===== src/rtl/pmx_pkg.sv =====
package pmx_pkg;
   localparam int SEL_W = 3;

   typedef enum logic [SEL_W-1:0] {
      OVL_NONE = 3'd0,
      OVL_UART = 3'd1
   } ovl_sel_e;

   // byte address of bank k of a register whose bank-0 copy is at base
   function automatic int bank_addr(int base, int bank);
      return base - 4 * bank;
   endfunction
endpackage


===== src/rtl/pmx_sync.sv =====
module pmx_sync #(
   parameter int W = 8
) (
   input  logic         clk,
   input  logic         rst_n,
   input  logic [W-1:0] d,
   output logic [W-1:0] q
);
   logic [W-1:0] meta;

   always_ff @(posedge clk or negedge rst_n) begin
      if (!rst_n) begin
         meta <= '0;
         q    <= '0;
      end else begin
         meta <= d;
         q    <= meta;
      end
   end
endmodule


===== src/rtl/pmx_regs.sv =====
module pmx_regs
   import pmx_pkg::*;
#(
   parameter int NUM_PINS  = 38,
   parameter int BANK_W    = 32,
   parameter int ADDR_W    = 8,
   parameter int DIR_BASE  = 'h04,
   parameter int DATA_BASE = 'h0C,
   parameter int MODE_ADDR = 'h18,
   parameter int OVL_ADDR  = 'h38,
   parameter int OVL_W     = 16
) (
   input  logic                clk,
   input  logic                rst_n,
   input  logic                bus_en,
   input  logic                bus_we,
   input  logic [ADDR_W-1:0]   bus_addr,
   input  logic [BANK_W-1:0]   bus_wdata,
   output logic [BANK_W-1:0]   bus_rdata,
   input  logic [NUM_PINS-1:0] pin_sync,
   output logic [NUM_PINS-1:0] dir_q,
   output logic [NUM_PINS-1:0] dat_q,
   output logic [BANK_W-1:0]   mode_q,
   output logic [SEL_W-1:0]    ovl_sel
);
   localparam logic [ADDR_W-1:0] MODE_A = ADDR_W'(MODE_ADDR);
   localparam logic [ADDR_W-1:0] OVL_A  = ADDR_W'(OVL_ADDR);

   logic [OVL_W-1:0]  ovl_q;
   logic [BANK_W-1:0] rd_mux;
   logic              wr_hit;

   assign wr_hit  = bus_en && bus_we;
   assign ovl_sel = ovl_q[SEL_W-1:0];

   always_ff @(posedge clk or negedge rst_n) begin
      if (!rst_n) begin
         dir_q     <= '0;
         dat_q     <= '0;
         mode_q    <= '0;
         ovl_q     <= '0;
         bus_rdata <= '0;
      end else begin
         if (wr_hit) begin
            for (int p = 0; p < NUM_PINS; p++) begin
               if (bus_addr == ADDR_W'(bank_addr(DIR_BASE, p / BANK_W)))
                  dir_q[p] <= bus_wdata[p % BANK_W];
               if (bus_addr == ADDR_W'(bank_addr(DATA_BASE, p / BANK_W)))
                  dat_q[p] <= bus_wdata[p % BANK_W];
            end
            if (bus_addr == MODE_A) mode_q <= bus_wdata;
            if (bus_addr == OVL_A)  ovl_q  <= bus_wdata[OVL_W-1:0];
         end
         if (bus_en && !bus_we) bus_rdata <= rd_mux;
      end
   end

   always_comb begin
      rd_mux = '0;
      for (int p = 0; p < NUM_PINS; p++) begin
         if (bus_addr == ADDR_W'(bank_addr(DIR_BASE, p / BANK_W)))
            rd_mux[p % BANK_W] = dir_q[p];
         if (bus_addr == ADDR_W'(bank_addr(DATA_BASE, p / BANK_W)))
            rd_mux[p % BANK_W] = dir_q[p] ? dat_q[p] : pin_sync[p];
      end
      if (bus_addr == MODE_A) rd_mux = mode_q;
      if (bus_addr == OVL_A)  rd_mux = {{(BANK_W-OVL_W){1'b0}}, ovl_q};
   end
endmodule


===== src/rtl/pmx_pin_mux.sv =====
module pmx_pin_mux #(
   parameter bit HAS_MODE   = 1'b1,
   parameter bit ALT_IS_OUT = 1'b0,
   parameter bit IN_GRP     = 1'b0,
   parameter bit GRP_OUT    = 1'b0
) (
   input  logic gpio_dir,
   input  logic gpio_dat,
   input  logic alt_en,
   input  logic alt_val,
   input  logic ovl_on,
   input  logic ovl_val,
   output logic pad_out,
   output logic pad_oe
);
   logic take_ovl, take_alt, drv;

   assign take_ovl = IN_GRP && ovl_on;
   assign take_alt = HAS_MODE && alt_en;

   always_comb begin
      if (take_ovl) begin
         pad_oe = GRP_OUT;
         drv    = ovl_val;
      end else if (take_alt) begin
         pad_oe = ALT_IS_OUT;
         drv    = alt_val;
      end else begin
         pad_oe = gpio_dir;
         drv    = gpio_dat;
      end
   end

   assign pad_out = pad_oe & drv;
endmodule


===== src/rtl/pmx_gpio_top.sv =====
module pmx_gpio_top
   import pmx_pkg::*;
#(
   parameter int          NUM_PINS     = 38,
   parameter int          BANK_W       = 32,
   parameter int          ADDR_W       = 8,
   parameter int          DIR_BASE     = 'h04,
   parameter int          DATA_BASE    = 'h0C,
   parameter int          MODE_ADDR    = 'h18,
   parameter int          OVL_ADDR     = 'h38,
   parameter int          OVL_W        = 16,
   parameter int          UART_BASE    = 30,
   parameter logic [31:0] ALT_OUT_MASK = 32'hFC00_7FFF
) (
   input  logic                clk,
   input  logic                rst_n,
   input  logic                bus_en,
   input  logic                bus_we,
   input  logic [ADDR_W-1:0]   bus_addr,
   input  logic [BANK_W-1:0]   bus_wdata,
   output logic [BANK_W-1:0]   bus_rdata,
   input  logic [NUM_PINS-1:0] pad_in,
   output logic [NUM_PINS-1:0] pad_out,
   output logic [NUM_PINS-1:0] pad_oe,
   input  logic [BANK_W-1:0]   func_drive,
   output logic [BANK_W-1:0]   func_sense,
   input  logic [1:0]          uart_to_pad,
   output logic [1:0]          uart_from_pad
);
   localparam int NBANK = (NUM_PINS + BANK_W - 1) / BANK_W;
   localparam logic [NUM_PINS-1:0] ALT_OUT_X = NUM_PINS'(ALT_OUT_MASK);

   if (NUM_PINS < BANK_W || NBANK > 2) begin : g_bad_pins
      $error("pin count must fill one bank and fit in two");
   end
   if (DIR_BASE < 4 * (NBANK - 1) || DATA_BASE < 4 * (NBANK - 1)) begin : g_bad_base
      $error("bank-0 base too low for reversed bank layout");
   end
   if (OVL_W < SEL_W || OVL_W > BANK_W || BANK_W > 32) begin : g_bad_ovl
      $error("overlay width out of range");
   end
   if (UART_BASE + 3 >= NUM_PINS) begin : g_bad_uart
      $error("UART group exceeds pin count");
   end

   logic [NUM_PINS-1:0] pin_sync, dir_q, dat_q, mode_x, drive_x;
   logic [BANK_W-1:0]   mode_q;
   logic [SEL_W-1:0]    ovl_sel;
   logic                ovl_on;

   pmx_sync #(.W(NUM_PINS)) u_sync (
      .clk(clk), .rst_n(rst_n), .d(pad_in), .q(pin_sync)
   );

   pmx_regs #(
      .NUM_PINS(NUM_PINS), .BANK_W(BANK_W), .ADDR_W(ADDR_W),
      .DIR_BASE(DIR_BASE), .DATA_BASE(DATA_BASE), .MODE_ADDR(MODE_ADDR),
      .OVL_ADDR(OVL_ADDR), .OVL_W(OVL_W)
   ) u_regs (
      .clk(clk), .rst_n(rst_n), .bus_en(bus_en), .bus_we(bus_we),
      .bus_addr(bus_addr), .bus_wdata(bus_wdata), .bus_rdata(bus_rdata),
      .pin_sync(pin_sync), .dir_q(dir_q), .dat_q(dat_q),
      .mode_q(mode_q), .ovl_sel(ovl_sel)
   );

   assign ovl_on  = (ovl_sel == OVL_UART);
   assign mode_x  = NUM_PINS'(mode_q);
   assign drive_x = NUM_PINS'(func_drive);

   for (genvar p = 0; p < NUM_PINS; p++) begin : g_pin
      localparam int OFS = p - UART_BASE;
      logic ovl_val;

      if (OFS == 1) begin : g_tx0
         assign ovl_val = uart_to_pad[0];
      end else if (OFS == 2) begin : g_tx1
         assign ovl_val = uart_to_pad[1];
      end else begin : g_notx
         assign ovl_val = 1'b0;
      end

      pmx_pin_mux #(
         .HAS_MODE  (p < BANK_W),
         .ALT_IS_OUT(ALT_OUT_X[p]),
         .IN_GRP    (OFS >= 0 && OFS < 4),
         .GRP_OUT   (OFS == 1 || OFS == 2)
      ) u_mux (
         .gpio_dir(dir_q[p]), .gpio_dat(dat_q[p]),
         .alt_en(mode_x[p]), .alt_val(drive_x[p]),
         .ovl_on(ovl_on), .ovl_val(ovl_val),
         .pad_out(pad_out[p]), .pad_oe(pad_oe[p])
      );
   end

   assign func_sense    = pin_sync[BANK_W-1:0];
   assign uart_from_pad = ovl_on ? {pin_sync[UART_BASE+3], pin_sync[UART_BASE]} : 2'b11;
endmodule


===== config.mk =====
export PLATFORM = sky130hd
export DESIGN_NAME = pmx_gpio_top
export DESIGN_NICKNAME = d
export VERILOG_FILES = /design/src/rtl/pmx_pkg.sv /design/src/rtl/pmx_sync.sv /design/src/rtl/pmx_regs.sv /design/src/rtl/pmx_pin_mux.sv /design/src/rtl/pmx_gpio_top.sv
export SDC_FILE = /design/constraint.sdc
export NUM_CORES = 1
export LEC_CHECK = 0
export ABC_CLOCK_PERIOD_IN_PS = 3000
export BUFFER_PORTS_ARGS = -buffer_cell sky130_fd_sc_hd__buf_2
export CAP_MARGIN = 20
export CORE_ASPECT_RATIO = 2
export CORE_MARGIN = 2
export CORE_UTILIZATION = 51
export CTS_CLUSTER_DIAMETER = 60
export DETAILED_ROUTE_END_ITERATION = 8
export PLACE_DENSITY = 0.8
export SETUP_SLACK_MARGIN = 0.05
export SYNTH_ARGS = -nofsm -noshare
export SYNTH_HDL_FRONTEND = slang
export SYNTH_HIERARCHICAL = 1
export SYNTH_SLANG_ARGS = --single-unit
export TNS_END_PERCENT = 100

===== constraint.sdc =====
create_clock -name clk -period 3 [get_ports clk]
set_input_delay 0.15 -clock clk [delete_from_list [all_inputs] [get_ports clk]]
set_output_delay 0.15 -clock clk [all_outputs]
set_load 0.02 [all_outputs]

After elaboration in Yosys (flattened, before gate mapping). Cells that the tools add are included.

Flip-flop bits (word level): 232. Input port bits: 116. Output and inout bits: 142. Word-level logic and storage cells: 252.

Eq/ne operators: 6. Muxes and demuxes: 189. Bitwise gates (word level): 38. Reductions and logical operators: 10.

Operator list (number): 1-bit 2-to-1 mux (186); 32-bit 2-to-1 mux (2); 1-bit AND (38); 8-bit by 4-bit == test with 1-bit output (second input constant) (2); 2-bit AND reduction (6); 8-bit by 3-bit == test with 1-bit output (second input constant) (1); 8-bit by 5-bit == test with 1-bit output (second input constant) (1); 8-bit by 6-bit == test with 1-bit output (second input constant) (1); 8-bit logical NOT (1); 3-bit by 1-bit == test with 1-bit output (second input constant) (1); 1-bit logical AND (2); 2-bit 2-to-1 mux (1); 1-bit logical NOT (1).

Depth between registers and ports, before layout. Gate-level depths: netlist of run 1.

Word-level depth: 7. Gate-level depth with buffers: 7. Gate-level depth less buffers: 4.

By module. The synthesis of run 1 kept the hierarchy.

Modules (own cells, without submodules): pmx_regs (instances 1, cells an instance 575, area an instance 7031.7 um^2, seq. area each 3903.7 um^2); pmx_sync (instances 1, cells an instance 76, area an instance 1901.8 um^2, seq. area each 1901.8 um^2); pmx_pin_mux at g_pin[0].u_mux ... (instances 20, cells an instance 4, area an instance 18.8 um^2, seq. area each 0.0 um^2); pmx_pin_mux at g_pin[15].u_mux ... (instances 12, cells an instance 2, area an instance 15.0 um^2, seq. area each 0.0 um^2); pmx_pin_mux at g_pin[34].u_mux ... (instances 4, cells an instance 2, area an instance 13.8 um^2, seq. area each 0.0 um^2); pmx_gpio_top (instances 1, cells an instance 4, area an instance 31.3 um^2, seq. area each 0.0 um^2); pmx_pin_mux at g_pin[31].u_mux (instances 1, cells an instance 5, area an instance 30.0 um^2, seq. area each 0.0 um^2); pmx_pin_mux at g_pin[30].u_mux (instances 1, cells an instance 5, area an instance 23.8 um^2, seq. area each 0.0 um^2).

Least setup slack after synthesis of run 1. OpenSTA, ideal clock, no wires.

Path kind: input -> register. Start: input bus_addr[2]. End: register u_regs.ovl_q[10]. Setup time: 0.125 ns. Arrival: 1.895 ns. Required time: 2.875 ns. Setup slack: 0.981 ns. Cell stages on the path: 7. Buffers on the path: 3. Path through: buf_2 > nor4b_1 > nand3_1 > or2_2 > buf_2 > buf_2 > mux2_2.

Word-level cells in the longest chain between the ends: 2.

RTL lines: start, declared (RTL line pmx_gpio_top.sv:19) `input logic [ADDR_W-1:0] bus_addr,`; 8-bit by 6-bit == test with 1-bit output (RTL line pmx_regs.sv:52) `if (bus_addr == OVL_A) ovl_q <= bus_wdata[OVL_W-1:0];`; 2-bit AND reduction (no source line); end signal, assigned (RTL line pmx_regs.sv:52); end, declared (RTL line pmx_regs.sv:29) `logic [OVL_W-1:0] ovl_q;`.

Every way passes these cells. A chain may end at the register's enable or synchronous reset.

Worst setup path after layout of run 1.
Start: register u_regs.ovl_q[2]. End: output pad_out[33].

Word-level cells in the longest chain between the ends: 3. Elaborated cells between the ends (all ways): 4. Classes of those cells: eq/ne (1); mux (2); bitwise (1).

RTL lines: 3-bit by 1-bit == test with 1-bit output * (RTL line pmx_gpio_top.sv:66) `assign ovl_on = (ovl_sel == OVL_UART);`; net ovl_on (RTL line pmx_gpio_top.sv:49) `logic ovl_on;`; 1-bit 2-to-1 mux (RTL line pmx_pin_mux.sv:22) `if (take_ovl) begin`; 1-bit AND * (RTL line pmx_pin_mux.sv:34) `assign pad_out = pad_oe & drv;`; end, declared (RTL line pmx_gpio_top.sv:23) `output logic [NUM_PINS-1:0] pad_out,`.

Mark *: on every way through the listed nets, which the timed path passes. The rest lies on a longest branch.

==> impl_metrics.json, run 1 <==
{
  "run_status": "complete, no violations",
  "rr_worst_depth": 4,
  "r2r_setup_slack_ns": 1.68,
  "yosys_warnings": 6,
  "die_area_sq_um": 20100,
  "cts_buffers": 21,
  "num_antenna_cells": 0,
  "post-route-period-util": 0.735,
  "clk_latency_ns": 0.50,
  "core_area_sq_um": 18700,
  "ctsRootBufferMaster": "clkbuf_16",
  "routabilityCongestion": 0.845,
  "track_usage": 0.260,
  "cts.sinks": 232,
  "worstPathRequired_ns": 2.85,
  "maxCapViolations": 0,
  "netlist_instances": 776,
  "wl_per_cell_microns": 19.8,
  "clkTransAtPathRegs_ns": 0.07,
  "path_class": "flip-flop to primary output",
  "worstMarginPinSlew_ns": 0.876,
  "drc": 0,
  "final_common_cell": "buf_2",
  "vias_per_cell": 5.57,
  "startpoint_type": "flip-flop",
  "maxSlewHeadroom": 0.411,
  "antenna_left": 0,
  "stdcell_count": 1329,
  "netlist_area_sq_um": 9630,
  "stdcell_area_sq_um": 12600,
  "hold_viol": 0,
  "end_kind": "primary output",
  "dp_worst_setup_slack_ns": 0.628,
  "grt_pass1_vias": 7808,
  "wl_mm": 26.3,
  "min_path_cells": 4,
  "dp_hpwl_mm": 17.3,
  "fin_util": 0.674,
  "finalWorstPathRequiredPeriod_ns": 2.20,
  "h-tree-depth": 1,
  "rsz0062_at_grt": "no",
  "place_area_sq_um": 11200,
  "drv_slew": 0,
  "io_buffers": 246,
  "syn_to_final_growth_pct": 30.7,
  "worst_slack_ns": 0.796,
  "fin_worst_skew_ns": 0.0145,
  "vdd_drop_max_v": 0.000490,
  "first_iter_violations": 310,
  "start_util": 0.516,
  "synth_nets": 892,
  "top_level_ports": 258,
  "nets": 1212,
  "powerDensity_nw_per_um2": 545,
  "fp.dieH_microns": 198,
  "die_w_microns": 101,
  "grt_max_degree": 96,
  "mostFrequentLayoutCells": "buf_2 (245), dfrtp_1 (232), mux2_2 (134), dlygate4sd3_1 (71), nor2_1 (65)",
  "finalSetupTns_ns": 0,
  "synthesis.area_per_instance_sq_um": 12.4,
  "core.rowCount": 71,
  "cts_tree": "built",
  "power_leakage_uw": 0.00640,
  "antenna_found_initial": 0,
  "cp_max_fo": 10,
  "hp-class": "primary input to flip-flop",
  "cts_buffer_depth": 3,
  "grt_overflow_total": 0,
  "fmax_mhz": 454,
  "postCtsSetupRepairBufs": 0,
  "grt_first_pass_wirelength_mm": 40.5,
  "dr.pass1.iters": 4,
  "cp.arrival_ns": 2.05,
  "drive_above_1_share": 0.399,
  "dp.cells": 1221,
  "setup_viol": 0,
  "dr_total_vias": 7407
}
[cell type report]
class	count	area, sq um
Inverter	26	97.6
Clock inverter	4	73.8
Tap cell	219	274
Clock buffer	33	641
Sequential cell	232	5810
Timing Repair Buffer	337	2130
Multi-Input combinational cell	478	3560
Fill cell	1355	6080
[path summary, 6_finish.rpt]
path	startpoint	to
worst max-delay path	u_regs/ovl_q[2]$_DFFE_PN0P_	pad_out[33]
worst max register to register	u_regs/dir_q[34]$_DFFE_PN0P_	u_regs/bus_rdata[2]$_DFFE_PN0P_
worst min register to register	u_sync/meta[27]$_DFF_PN0_	u_sync/q[27]$_DFF_PN0_
max in group asynchronous	rst_n	u_regs/dat_q[27]$_DFFE_PN0P_
worst min-delay path	bus_we	u_regs/bus_rdata[22]$_DFFE_PN0P_
min in group asynchronous	rst_n	u_sync/q[16]$_DFF_PN0_
[state kept, by name (all words and copies together) (netlist names)]
| signal | count |
|---|---|
| u_sync/meta | 38 |
| u_sync/q | 38 |
| u_regs/dir_q | 38 |
| u_regs/dat_q | 38 |
| u_regs/mode_q | 32 |
| u_regs/ovl_q | 16 |
| u_regs/bus_rdata | 32 |
[where the power goes]
group          switching [uW]  internal [uW]  total [uW]
clock                    1130           1640        2760
combinational             423            301         724
sequential               96.4           3270        3370
[stage by stage]
stage               hold WS (ns)  total power [uW]
CTS                       0.0974              6910
global placement           0.223              4050
floorplan                 -0.146              3730
finish                     0.122              6860
detailed placement         0.227              4070
global route               0.136              7110
[timing repair]
| item | CTS | global route |
|---|---|---|
| resized for setup | 0 | 0 |
| hold buffers | 71 | 0 |
| hold endpoints to repair | 250 | 0 |
[routing by layer]
metal | track usage | up-vias | share of wire
met1 | 0.292 | 3657 | 0.35
met4 | 0.129 | 0 | 0.050
met5 | 0 | - | 0
met2 | 0.474 | 290 | 0.55
li1 | - | 3379 | -
met3 | 0.0325 | 81 | 0.049
[critical path: stages (launching register included)]
cell     delay (ns)
dfrtp_1        0.43
nor3b_2        0.67
and3b_1        0.29
buf_2          0.17
No activity file was read; power rests on OpenSTA's default activity.
==> run 2, diff against run 1 <==
ABC_CLOCK_PERIOD_IN_PS = 1850   (was 3000)
CORE_UTILIZATION = 48   (was 51)
PLACE_DENSITY = 0.79   (was 0.8)
clock period = 1.85 ns   (was 3 ns; I/O delays follow)
==> run 2 against run 1 <==
- total power is 60% higher
- sequential cell count is the same
- routed wire length up 5.1%
- core utilization decreased by 2.1 points
- critical endpoint is now pad_out[31]
- largest cell class unchanged
- highest routed layer unchanged
==> impl_metrics.json, run 2 (same netlist as run 1, synthesis figures left out) <==
{
  "worst-path-stages": 5,
  "h-tree-depth": 1,
  "antenna_found_initial": 0,
  "power_switching_uw": 2750,
  "drive_above_1_share": 0.422,
  "vias_per_cell": 5.51,
  "first_iter_violations": 424,
  "stdcell_area_sq_um": 12900,
  "syn_to_final_growth_pct": 34.5,
  "num_antenna_cells": 0,
  "setup_viol": 0,
  "switching_share": 0.251,
  "clkPwrFrac": 0.389,
  "grt_pass1_vias": 8260,
  "grt_first_pass_wirelength_mm": 43.2,
  "start_util": 0.486,
  "startpoint_type": "flip-flop",
  "drc": 0,
  "worstHoldStart": "bus_en",
  "min_path_cells": 4,
  "dp_worst_setup_slack_ns": -0.150,
  "post-route-period-util": 0.989,
  "cp_top_family": "flip-flops",
  "final_common_cell": "buf_2",
  "path_class": "flip-flop to primary output",
  "r2r-end": "u_regs/bus_rdata[5]$_DFFE_PN0P_",
  "grt_overflow_total": 0,
  "worstPathRequired_ns": 1.76,
  "clk_latency_ns": 0.50,
  "cts_tree": "built",
  "fin_worst_skew_ns": 0.0101,
  "powerDensity_nw_per_um2": 847,
  "fp.dieH_microns": 204,
  "fmax_mhz": 546,
  "reg2reg_from": "u_regs/dir_q[37]$_DFFE_PN0P_",
  "num-fill-cells": 1471,
  "cts.sinks": 232,
  "ctsRootBufferMaster": "clkbuf_16",
  "cts_buffers": 21,
  "nets": 1241,
  "rsz0062_at_grt": "yes",
  "clkTransAtPathRegs_ns": 0.07,
  "end_kind": "primary output",
  "max_stage_delay_ns": 0.44,
  "whs_ns": 0.0629,
  "maxSlewHeadroom": 0.659,
  "cp_max_fo": 5,
  "startpoint": "u_regs/ovl_q[2]$_DFFE_PN0P_",
  "core.rowCount": 73,
  "place_area_sq_um": 11500,
  "wl_mm": 27.7,
  "r2r_setup_slack_ns": 0.56,
  "hp-class": "primary input to flip-flop",
  "cts_buffer_depth": 3,
  "hold_viol": 0,
  "endpoint": "pad_out[31]",
  "top_level_ports": 258,
  "power_leakage_uw": 0.00654,
  "critPathBufInv": 2,
  "routabilityCongestion": 0.828,
  "cp.arrival_ns": 1.74,
  "io_buffers": 246,
  "dr_total_vias": 7691,
  "track_usage": 0.259,
  "crit_slowest_cell": "dfrtp_2",
  "die_area_sq_um": 21300,
  "worst_slack_ns": 0.0201,
  "drv_slew": 0,
  "p_seq_frac": 0.499,
  "combPwrFrac": 0.112,
  "finalPower_uw": 11000,
  "core_area_sq_um": 19800,
  "vdd_drop_max_v": 0.000831,
  "run_status": "complete, no violations",
  "die_w_microns": 104,
  "dp_hpwl_mm": 18.3,
  "grt_max_degree": 67,
  "wl_per_cell_microns": 19.8,
  "mostFrequentLayoutCells": "buf_2 (240), dfrtp_1 (229), mux2_2 (134), dlygate4sd3_1 (72), nor2_1 (65)",
  "rr_worst_depth": 4,
  "crit_chain": "nor3b_2 -> buf_4 -> a21oi_2 -> a21oi_1 -> buf_2",
  "p_int_uw": 8220,
  "worstMarginPinSlew_ns": 0.512,
  "maxCapViolations": 0,
  "dr.pass1.iters": 5,
  "finalWorstPathRequiredPeriod_ns": 1.83,
  "antenna_left": 0
}
## run 2: cell count changes in the layout (fill, tap and decap cells not counted), sizes merged
cell         before  now
dlygate4sd3      71   72
clkinvlp          0    2
clkinv            1    3
buf             266  294
clkbuf           33   26
bufinv            2    1
## run 2: how the worst min path moves through the flow
| stage | to |
|---|---|
| 3_3_place_gp | u_sync/meta[16]$_DFF_PN0_ |
| 5_1_grt | u_regs/bus_rdata[6]$_DFFE_PN0P_ |
| 6_report | u_regs/bus_rdata[11]$_DFFE_PN0P_ |
| 4_1_cts | u_regs/bus_rdata[6]$_DFFE_PN0P_ |
| 3_5_place_dp | u_regs/bus_rdata[17]$_DFFE_PN0P_ |
| 2_1_floorplan | u_regs/bus_rdata[0]$_DFFE_PN0P_ |
## run 2: layout make-up
class / instances / area, sq um / share of cell area
clock buffers: 26 / 584 / 0.0451
clock inverters: 7 / 78.8 / 0.00609
inverters: 26 / 97.6 / 0.00754
multi-input cells: 478 / 3580 / 0.277
flip-flops and latches: 232 / 5810 / 0.449
well taps: 262 / 328 / 0.0253
repair buffers: 366 / 2470 / 0.190
## run 2: timing repair
| item | CTS | global route |
|---|---|---|
| hold buffers | 72 | 0 |
| gates resized for setup | 5 | 11 |
| setup endpoints to repair | 4 | 4 |
| hold endpoints to repair | 397 | 0 |
| pin swaps | 2 | 2 |
| setup buffers | 1 | 3 |
## run 2: layer usage
metal | wire [microns] | track usage | up-vias
met5 | 0 | 0 | -
met2 | 15200 | 0.490 | 351
met1 | 9660 | 0.277 | 3801
met3 | 1530 | 0.0364 | 99
met4 | 1250 | 0.130 | 0
li1 | - | - | 3440
## run 2: worst reg2reg max path, stage by stage, from the launching register on
cell	delay (ns)
dfrtp_1	0.44
nor2b_1	0.16
a211o_1	0.27
a31oi_1	0.20
o21ai_0	0.11
## run 2: per-stage QoR
stage / instances / utilization / setup TNS [ns]
after floorplan: 776 / - / -3.87
after global placement: 1288 / 0.579 / -6.80
after detailed placement: 1288 / 0.579 / -8.02
after CTS: 1394 / 0.650 / 0
after global routing: 1397 / 0.653 / -0.0894
final: 1397 / 0.653 / 0
## run 2: power groups by stage
stage                     combinational [uW]  clock, uW  sequential [uW]
after floorplan                          392          0             5650
after global placement                  1060          0             5550
after detailed placement                1080          0             5560
after CTS                               1210       4350             5470
after global routing                    1330       4550             5490
final                                   1230       4270             5470
==> run 3, diff against run 2 <==
SETUP_SLACK_MARGIN = 0.15   (was 0.05)
==> run 3 against run 2 <==
- the run now ends with setup timing left
- maximum frequency is 1.3% lower
- cell area grew 0.97%
- clock skew is essentially flat
- sequential share of layout area decreased by 0.45 points
- worst hold slack worse by 0.026 ns
- register-to-register slack better by 0.09 ns
- count of clock-buffer cells in the layout up 6
- sequential cell count unchanged
- global-route usage grew 0.12 points
- critical path type unchanged
- critical endpoint unchanged
==> impl_metrics.json, run 3 (same netlist as run 1, synthesis figures left out) <==
{
  "vias_per_cell": 5.47,
  "min_path_cells": 4,
  "dr_total_vias": 7640,
  "drive_above_1_share": 0.422,
  "stdcell_count": 1396,
  "cp_max_fo": 6,
  "grt_first_pass_wirelength_mm": 43.4,
  "fin_worst_skew_ns": 0.0106,
  "setup_viol": 1,
  "num_antenna_cells": 0,
  "dp.cells": 1284,
  "cts_buffer_depth": 3,
  "rr_worst_depth": 4,
  "grt_pass1_vias": 8218,
  "cts_tree": "built",
  "worstHoldStart": "bus_addr[3]",
  "dp_hpwl_mm": 18.1,
  "finalSetupTns_ns": -0.00415,
  "whs_ns": 0.0368,
  "power_leakage_uw": 0.00658,
  "syn_to_final_growth_pct": 35.8,
  "routabilityCongestion": 0.812,
  "worstMarginPinSlew_ns": 0.570,
  "antenna_found_initial": 0,
  "holdPathEnd": "u_regs/bus_rdata[3]$_DFFE_PN0P_",
  "grt_overflow_total": 0,
  "post-route-period-util": 1.00,
  "cts_buffers": 22,
  "worst_slack_ns": -0.00415,
  "cts.sinks": 232,
  "drc": 0,
  "nets": 1236,
  "wl_per_cell_microns": 19.9,
  "drv_slew": 0,
  "finalWorstPathRequiredPeriod_ns": 1.85,
  "die_w_microns": 104,
  "start_util": 0.486,
  "maxSlewHeadroom": 0.620,
  "vdd_drop_max_v": 0.000876,
  "hold_viol": 0,
  "worstPathRequired_ns": 1.76,
  "end_kind": "primary output",
  "die_area_sq_um": 21300,
  "mostFrequentLayoutCells": "buf_2 (236), dfrtp_1 (231), mux2_2 (134), dlygate4sd3_1 (71), nor2_1 (64)",
  "violations": "setup timing",
  "run_status": "complete, but fails checks",
  "final_common_cell": "buf_2",
  "fin_util": 0.660,
  "io_buffers": 246,
  "dr.pass1.iters": 4,
  "core_area_sq_um": 19800,
  "fp.dieH_microns": 204,
  "h-tree-depth": 1,
  "clk_latency_ns": 0.51,
  "track_usage": 0.260,
  "r2r-end": "u_regs/bus_rdata[4]$_DFFE_PN0P_",
  "first_iter_violations": 318,
  "r2r_setup_slack_ns": 0.65,
  "antenna_left": 0,
  "hp-class": "primary input to flip-flop",
  "core.rowCount": 73,
  "grt_max_degree": 56,
  "ctsRootBufferMaster": "clkbuf_16",
  "clkTransAtPathRegs_ns": 0.06,
  "top_level_ports": 258,
  "startpoint_type": "flip-flop",
  "maxCapViolations": 0,
  "wl_mm": 27.8,
  "cp.arrival_ns": 1.76,
  "reg2reg_from": "u_regs/dir_q[36]$_DFFE_PN0P_",
  "rsz0062_at_grt": "yes",
  "powerDensity_nw_per_um2": 869,
  "path_class": "flip-flop to primary output",
  "fmax_mhz": 539
}
==> run 3: cell types whose count changed in the layout (fill, tap and decap cells not counted), sizes merged <==
cell / previous run / this run
dlygate4sd3: 72 / 71
bufinv: 1 / 2
inv: 27 / 26
clkbuf: 26 / 32
clkinvlp: 2 / 1
buf: 294 / 289
==> run 3: cell type report <==
cell class | instances | area (sq um)
Clock buffer | 32 | 659
Clock inverter | 6 | 93.8
Fill cell | 1464 | 6750
Inverter | 26 | 97.6
Multi-Input combinational cell | 478 | 3640
Sequential cell | 232 | 5810
Tap cell | 262 | 328
Timing Repair Buffer | 360 | 2450
==> run 3: worst max-delay path, cell delays in order (launching register included) <==
cell     delay (ns)
dfrtp_2        0.44
nor3b_4        0.25
buf_6          0.17
a21oi_2        0.04
a21oi_1        0.17
buf_2          0.19
==> run 3: routing by layer <==
metal | part of all wire | GRT usage | vias to the layer above
met3 | 0.042 | 0.0303 | 92
li1 | - | - | 3429
met1 | 0.35 | 0.287 | 3813
met5 | 0 | 0 | -
met2 | 0.55 | 0.482 | 306
met4 | 0.050 | 0.141 | 0
==> run 3: report_power, final <==
group	internal [uW]	switching, uW	total [uW]
clock network	2760	1890	4650
registers	5310	165	5470
logic	529	708	1240
==> run 3: worst max-delay path by stage <==
stage                                      from                           end  slack, ns  cells past startpoint
finish              u_regs/ovl_q[1]$_DFFE_PN0P_                   pad_out[31]     -0.004                      5
global route        u_regs/ovl_q[1]$_DFFE_PN0P_                   pad_out[31]      -0.05                      5
CTS                 u_regs/ovl_q[2]$_DFFE_PN0P_                   pad_out[31]       0.03                      5
detailed placement                  bus_addr[7]   u_regs/dat_q[7]$_DFFE_PN0P_      -0.15                      6
global placement                    bus_addr[7]  u_regs/dat_q[18]$_DFFE_PN0P_      -0.09                      6
floorplan                           bus_addr[7]  u_regs/dat_q[10]$_DFFE_PN0P_       -0.1                      5
==> run 3: stage by stage <==
stage | setup slack (ns) | power, uW | cell area (sq um)
finish | -0.00415 | 11400 | 13100
CTS | 0.0270 | 11400 | 13100
global placement | -0.0850 | 6620 | 11500
floorplan | -0.0953 | 6050 | 9660
detailed placement | -0.148 | 6650 | 11500
global route | -0.0465 | 11800 | 13100
==> run 3: what timing repair did <==
| action | in CTS | in global routing |
|---|---|---|
| endpoints found under the setup margin | 9 | 10 |
| endpoints found under the hold margin | 394 | 0 |
| gates resized for setup | 26 | 6 |
| hold buffers | 71 | 0 |
| pin swaps | 6 | 2 |
| buffers inserted | 3 | 0 |
